### src/rtl/pacer_pkg.sv
package pacer_pkg;
  typedef enum logic [1:0] {
    PM_LINE  = 2'b00,
    PM_TMR   = 2'b01,
    PM_XTMR  = 2'b10,
    PM_RSVD  = 2'b11
  } pace_mode_t;
endpackage

### src/rtl/pace_mode_ctrl.sv
module pace_mode_ctrl
  import pacer_pkg::*;
#(
  parameter int NUM_PORTS = 31,
  parameter int INT_PORTS = 4
) (
  input  logic                 clk,
  input  logic                 rst,
  input  logic [1:0]           mode_sel,
  output pace_mode_t           mode_q,
  output logic                 mode_chg,
  output logic [NUM_PORTS-1:0] tmr_en,
  output logic [NUM_PORTS-1:0] line_en
);
  always_ff @(posedge clk) begin
    if (rst) mode_q <= PM_LINE;
    else     mode_q <= pace_mode_t'(mode_sel);
  end

  assign mode_chg = (mode_sel != mode_q);

  for (genvar p = 0; p < NUM_PORTS; p++) begin : g_mask
    localparam bit LOW_PORT = (p < INT_PORTS);
    assign tmr_en[p]  = (mode_q == PM_XTMR) || ((mode_q == PM_TMR) && LOW_PORT);
    assign line_en[p] = (mode_q == PM_LINE) || ((mode_q == PM_TMR) && !LOW_PORT);
  end
endmodule

### src/rtl/port_rate_timer.sv
module port_rate_timer #(
  parameter int TMR_W = 16
) (
  input  logic             clk,
  input  logic             rst,
  input  logic             clr,
  input  logic             en,
  input  logic             tick,
  input  logic [TMR_W-1:0] reload,
  input  logic             ack,
  output logic             req,
  output logic             ovr
);
  localparam logic [TMR_W-1:0] ONE = TMR_W'(1);

  logic [TMR_W-1:0] cnt;
  logic             live;
  logic             expire;

  assign live   = (reload != '0);
  assign expire = tick && live && (cnt == ONE);

  always_ff @(posedge clk) begin
    if (rst || clr || !en) begin
      cnt <= '0;
      req <= 1'b0;
      ovr <= 1'b0;
    end else begin
      if (tick) begin
        if (!live)                        cnt <= '0;
        else if (cnt == '0 || cnt == ONE) cnt <= reload;
        else                              cnt <= cnt - ONE;
      end
      if (expire) begin
        req <= 1'b1;
        if (req && !ack) ovr <= 1'b1;
      end else if (ack) begin
        req <= 1'b0;
      end
    end
  end
endmodule

### src/rtl/port_line_pacer.sv
module port_line_pacer (
  input  logic clk,
  input  logic rst,
  input  logic clr,
  input  logic en,
  input  logic room,
  input  logic cell_ready,
  output logic req,
  output logic fill
);
  always_ff @(posedge clk) begin
    if (rst || clr || !en) begin
      req  <= 1'b0;
      fill <= 1'b0;
    end else begin
      req  <= room;
      fill <= room && !cell_ready;
    end
  end
endmodule

### src/rtl/atm_rate_pacer.sv
module atm_rate_pacer
  import pacer_pkg::*;
#(
  parameter int NUM_PORTS = 31,
  parameter int INT_PORTS = 4,
  parameter int TMR_W     = 16
) (
  input  logic                       clk,
  input  logic                       rst,
  input  logic [1:0]                 mode_sel,
  input  logic                       rate_tick,
  input  logic                       cell_ready,
  input  logic [NUM_PORTS-1:0]       fifo_room,
  input  logic [NUM_PORTS-1:0]       send_ack,
  input  logic [NUM_PORTS*TMR_W-1:0] reload_flat,
  output logic [NUM_PORTS-1:0]       send_req,
  output logic [NUM_PORTS-1:0]       idle_fill,
  output logic [NUM_PORTS-1:0]       overrun
);
  pace_mode_t           mode_q;
  logic                 mode_chg;
  logic [NUM_PORTS-1:0] tmr_en, line_en;
  logic [NUM_PORTS-1:0] tmr_req, line_req, line_fill;

  pace_mode_ctrl #(.NUM_PORTS(NUM_PORTS), .INT_PORTS(INT_PORTS)) u_mode (
    .clk(clk), .rst(rst), .mode_sel(mode_sel),
    .mode_q(mode_q), .mode_chg(mode_chg),
    .tmr_en(tmr_en), .line_en(line_en)
  );

  for (genvar p = 0; p < NUM_PORTS; p++) begin : g_port
    port_rate_timer #(.TMR_W(TMR_W)) u_tmr (
      .clk(clk), .rst(rst), .clr(mode_chg), .en(tmr_en[p]),
      .tick(rate_tick), .reload(reload_flat[p*TMR_W +: TMR_W]),
      .ack(send_ack[p]), .req(tmr_req[p]), .ovr(overrun[p])
    );
    port_line_pacer u_line (
      .clk(clk), .rst(rst), .clr(mode_chg), .en(line_en[p]),
      .room(fifo_room[p]), .cell_ready(cell_ready),
      .req(line_req[p]), .fill(line_fill[p])
    );
  end

  assign send_req  = tmr_req | line_req;
  assign idle_fill = line_fill;
endmodule

### config.mk
export PLATFORM = sky130hd
export DESIGN_NAME = atm_rate_pacer
export DESIGN_NICKNAME = d
export VERILOG_FILES = /design/src/rtl/pacer_pkg.sv /design/src/rtl/pace_mode_ctrl.sv /design/src/rtl/port_rate_timer.sv /design/src/rtl/port_line_pacer.sv /design/src/rtl/atm_rate_pacer.sv
export SDC_FILE = /design/constraint.sdc
export NUM_CORES = 2
export LEC_CHECK = 0
export BUFFER_PORTS_ARGS = -buffer_cell sky130_fd_sc_hd__buf_2
export CORE_UTILIZATION = 35
export DETAILED_ROUTE_END_ITERATION = 6
export SKIP_CTS_REPAIR_TIMING = 1
export SLEW_MARGIN = 40
export SYNTH_ARGS = -nofsm -noshare
export SYNTH_HDL_FRONTEND = slang
export SYNTH_SLANG_ARGS = --single-unit
### constraint.sdc
create_clock -name clk -period 2.6 [get_ports clk]
set_input_delay 0.52 -clock clk [delete_from_list [all_inputs] [get_ports clk]]
set_output_delay 0.52 -clock clk [all_outputs]
set_load 0.01 [all_outputs]
# After elaboration in Yosys (flattened, before gate mapping)
# Cells that the tools add are included.
# classes
addsub	31
muxes	124
multipliers	0
bitwise	1
div_mod_pow	0
n_lt_le_gt_ge	0
n_eq_ne	34
n_reduce_logical	323
shift	0
# op_table
op	n
$mux 16	62
$eq 16x1->1 const B	31
$logic_not 16->1	31
$reduce_bool 16->1	31
$sub 16x1->16 const B	31
$logic_and 1x1->1	124
$mux 1	62
$reduce_and 2->1	31
$reduce_bool 2->1	31
$logic_or 1x1->1	38
$logic_not 1->1	36
$or 31x31->31	1
$eq 2x1->1 const B	1
$eq 2x2->1 const B	1
$logic_not 2->1	1
$ne 2x2->1	1
# word_totals
ram_bits	0
register_bits	622
memories	0
latchBits	0
mem_bits_ro	0
wordCells	669

# Depth between registers and ports, before layout
# logic_depth
depth_word	4
depth_mapped	11
mapped_depth_nobuf	8

# Cells and area by module
# From an unflattened synthesis, not the netlist that was laid out.
# hier_totals
cells_unflattened	4473
hier_area_um2	39347.7
# modules_own_cells
module	n_inst	seq_area_each_um2	cells_each	area_per_inst_um2
port_rate_timer	31	360.3	136	1183.6
port_line_pacer	31	40.0	5	61.3
pace_mode_ctrl	1	40.0	71	560.5
atm_rate_pacer	1	0.0	31	193.9

# Least setup slack after synthesis
# OpenSTA, ideal clock, no wires.
# synth_timing
kind	flip-flop to flip-flop
startpoint	reg g_port[10].u_tmr.cnt[4]
endpoint	reg g_port[10].u_tmr.cnt[5]
setup_ns	0.117
stages_incl_launch_ff	8
arrival_time_ns	2.476
required_ns	2.483
slack_ns	0.007
path_cell_list	dfxtp_1 -> or4_1 -> or4b_4 -> or4_4 -> buf_6 -> nand2_4 -> o21ai_1 -> a32o_1
# synth_via
elab_chain_cells	4
word_cells_on_any_way	6
# synth_rtl
element	line_no	text
from (decl)	port_rate_timer.sv:16	logic [TMR_W-1:0] cnt;
from (signal assigned)	port_rate_timer.sv:31	else if (cnt == '0 || cnt == ONE) cnt <= reload;
from (signal assigned)	port_rate_timer.sv:32	else cnt <= cnt - ONE;
branches (longest 2 deep; another with $sub 16x1->16)	-	
$mux 16 (*)	port_rate_timer.sv:31	
$mux 16 (*)	port_rate_timer.sv:30	if (!live) cnt <= '0;
# Mark *: on every way between the ends.
# A chain may end at the register's enable or synchronous reset.

# Worst setup path in the final report
# layout_timing
startpoint	reg g_port[3].u_tmr.cnt[9]
endpoint	reg g_port[3].u_tmr.cnt[8]
# layout_via
elab_chain_cells	4
word_cells_on_any_way	5
# layout_rtl
element	line_no
from (decl)	port_rate_timer.sv:16
from (signal assigned)	port_rate_timer.sv:31
from (signal assigned)	port_rate_timer.sv:32
$eq 16x1->1 / $logic_not 16->1 (equally long branches)	port_rate_timer.sv:31
$logic_or 1x1->1 (*)	port_rate_timer.sv:31
$mux 16 (*)	port_rate_timer.sv:31
$mux 16 (*)	port_rate_timer.sv:30
# Mark *: on every way between the ends. The rest lies on a longest branch, timed or not.

==> summary.txt <==
Drt
  – DRT iter0 DRCs: 3238
  – Post-detailed-route DRC marker count: 0
  – Final WL: ~140 mm
  – Via count: 40600
  – DR pass1 iterations: 6
  – Post-route ant nets: 0
  – Routed WL per cell: 19.5 µm
  – Vias per cell: 5.82

Clock network
  – Clock buffer count from CTS: 79
  – Skew-Pair Late Insertion Delay: 0.65 ns
  – Clock Tree Root: clkbuf_16
  – Register clock-pin slew on the reported worst setup and hold paths: roughly 0.060 ns
  – CTS tree: done
  – H-tree depth: 3
  – CTS max path bufs: 3
  – Clock Sink Count: 622

Worst setup path
  – WP data arrival: 3.05 ns
  – Critical Path Fanout Max: 8
  – Nature of the critical path endpoint: flip-flop
  – Critical Path RT: around 3.1 ns
  – Worst Setup Start Kind: flip-flop
  – Critical path class: flip-flop to flip-flop

Pwr
  – Peak VDD IR: 0.000512 V
  – Pwr dens: 568 nW/µm²
  – LEAKAGE: 19.1 nW

Yosys
  – Async S/R FF share, synth: 0
  – Cells after Synth: ~4900
  – Synth warn: 0
  – Mapped Avg Cell Area: 7.56 µm²
  – Synth cell types: 87
  – Post-synth EDFFs: 0
  – Ys flop type: dfxtp_1
  – Synth Register Bits: 622
  – Synthesized area: between 30000 and 40000 µm²
  – Synth Net Count: 5510
  – Sequential share of the synthesized area: 0.339

Global routing
  – Initial antenna violation count: 27
  – Vias in the first global route: 37500
  – Largest net degree at the start of global routing: 82
  – Gr ovfl total: 0
  – GRT Util Overall: 0.243
  – First-pass GRT wire length: 210 mm

Timing
  – Final worst slack: 0.0668 ns
  – Slew margin rel.: 0.460
  – Final Hold Vio Count: 0
  – Max Fclk: 395 MHz
  – Final setup TNS: 0 ns
  – Final setup vio count: 0
  – Worst slew pin tran: ~0.81 ns
  – Clock Skew: about 0.024 ns
  – RSZ-0062 raised after global routing: no
  – Tmin final: 2.53 ns
  – Fin. max-slew vios: 0
  – Final Cycle Share: 0.974

Floorplanning
  – Core Region: 104000 µm²
  – Die Wd: 326 µm
  – Die area: between 100000 and 150000 µm²
  – Row Count: between 100 and 150
  – Die Y: 326 µm
  – Initial Util: 0.353
  – I/O Pins: 657

Placement
  – # placed instances: just under 7000
  – Port bufs: 656
  – Dpl ws: 0.0882 ns
  – GP Congestion: 0.937
  – Detailed placement HPWL: 101 mm

Final layout
  – Synth-to-layout area growth: 23.7%
  – Layout cell share with drive strength beyond 1: 0.215
  – Nets: 6175
  – Final cell count without fillers: between 6000 and 7000

Min path
  – HP Class: input port to flip-flop

Status
  – Status: completed

Flow run
  – Max-cap violations: 0
synthesized netlist by cell type (all sizes together), types with 81 or more instances:
cell type / count / area (µm²)
or3: 81 / 512
o22ai: 88 / 551
nor4: 258 / 1660
nor3: 258 / 1290
o21ai: 479 / 2400
a21oi: 368 / 1840
nand2: 437 / 1660
inv: 107 / 402
clkbuf: 240 / 902
ha: 95 / 1190
buf: 94 / 612
nand3: 155 / 776
dfxtp: 622 / 12500
nor2: 402 / 1510
where the power goes:
part | leakage (nW) | internal [mW] | switching (mW) | total [mW]
Sequential | 5.02 | 9.63 | 0.0831 | 9.71
Clock | 1.36 | 7.29 | 4.61 | 11.9
Combinational | 12.7 | 1.72 | 2.43 | 4.15
per-layer routing:
layer  GRT usage  share of wire  vias up
met5           0         0.0011        -
met3      0.0417          0.065      287
li1            -              -    19500
met2       0.404           0.47     1480
met4      0.0937          0.036       24
met1       0.314           0.43    19200
metrics by stage:
step	total power [mW]	utilization	instance area [µm²]	hold WS, ns
4_1_cts	25.9	0.436	45300	0.0400
3_3_place_gp	13.9	0.410	42500	0.435
6_report	25.8	0.437	45400	0.0903
3_5_place_dp	14.0	0.410	42500	0.438
5_1_grt	26.8	0.437	45400	0.0622
2_1_floorplan	12.3	-	36700	0.417
cells in the final DEF, fill, tap and decap left out, drive strengths merged, types with 49 or more instances in the layout:
master / n
inv: 109
buf: 917
o31ai: 50
o21ai: 479
or3: 81
or4: 71
ha: 95
nand4: 75
nor4: 258
or2: 67
nor3: 258
and2: 78
clkbuf: 110
nor2b: 49
nand2: 437
nor2: 402
dfxtp: 622
nand3: 155
o22ai: 88
a31oi: 66
a21oi: 368
worst max-delay path: stages, from the launching register on:
cell and delay, ns:
dfxtp_1 0.35, or4_4 0.53, or4_4 0.42, buf_4 0.17
nor4_4 0.30, clkdlybuf4s15_2 0.35, nor3_1 0.07, a21oi_1 0.13
o22ai_1 0.09
flip-flops by register name, summed over array words and instances (netlist names):
name	count
g_port.u_tmr.cnt	496
g_port.u_tmr.req	31
u_mode.mode_q	2
g_port.u_line.req	31
g_port.u_line.fill	31
g_port.u_tmr.ovr	31
area by class of cell:
cell class / count / area, µm²
timing repair buffer: 918 / 5550
fill: 10600 / 58400
tap: 1380 / 1730
antenna: 10 / 25.0
clock buffer: 110 / 2310
multi-input combinational: 3788 / 22400
clock inverter: 31 / 463
inverter: 107 / 407
sequential: 622 / 12500
logic make-up (layout without fill, tap and decap cells):
group,Yosys count,after routing,synth area share
other,0,10,0
buffers and inverters,441,1166,0.0522
flip-flops,622,622,0.339
adder cells (fa/ha/maj),95,95,0.0324
multiplexers,56,56,0.0161
XOR/XNOR,38,38,0.00907
AND/OR/NAND/NOR,2114,2114,0.299
AO/OA/AOI/OAI,1485,1485,0.252
worst paths after layout:
kind                                        startpoint                      to  slack [ns]  cells past startpoint
worst min register to register  g_port[1].u_tmr.cnt[9]  g_port[1].u_tmr.cnt[9]        0.45                      2
worst max register to register  g_port[3].u_tmr.cnt[9]  g_port[3].u_tmr.cnt[8]        0.07                      8
worst max-delay path            g_port[3].u_tmr.cnt[9]  g_port[3].u_tmr.cnt[8]        0.07                      8
worst min-delay path                      fifo_room[4]    g_port[4].u_line.req        0.09                      2
(Power assumes the default switching activity.)
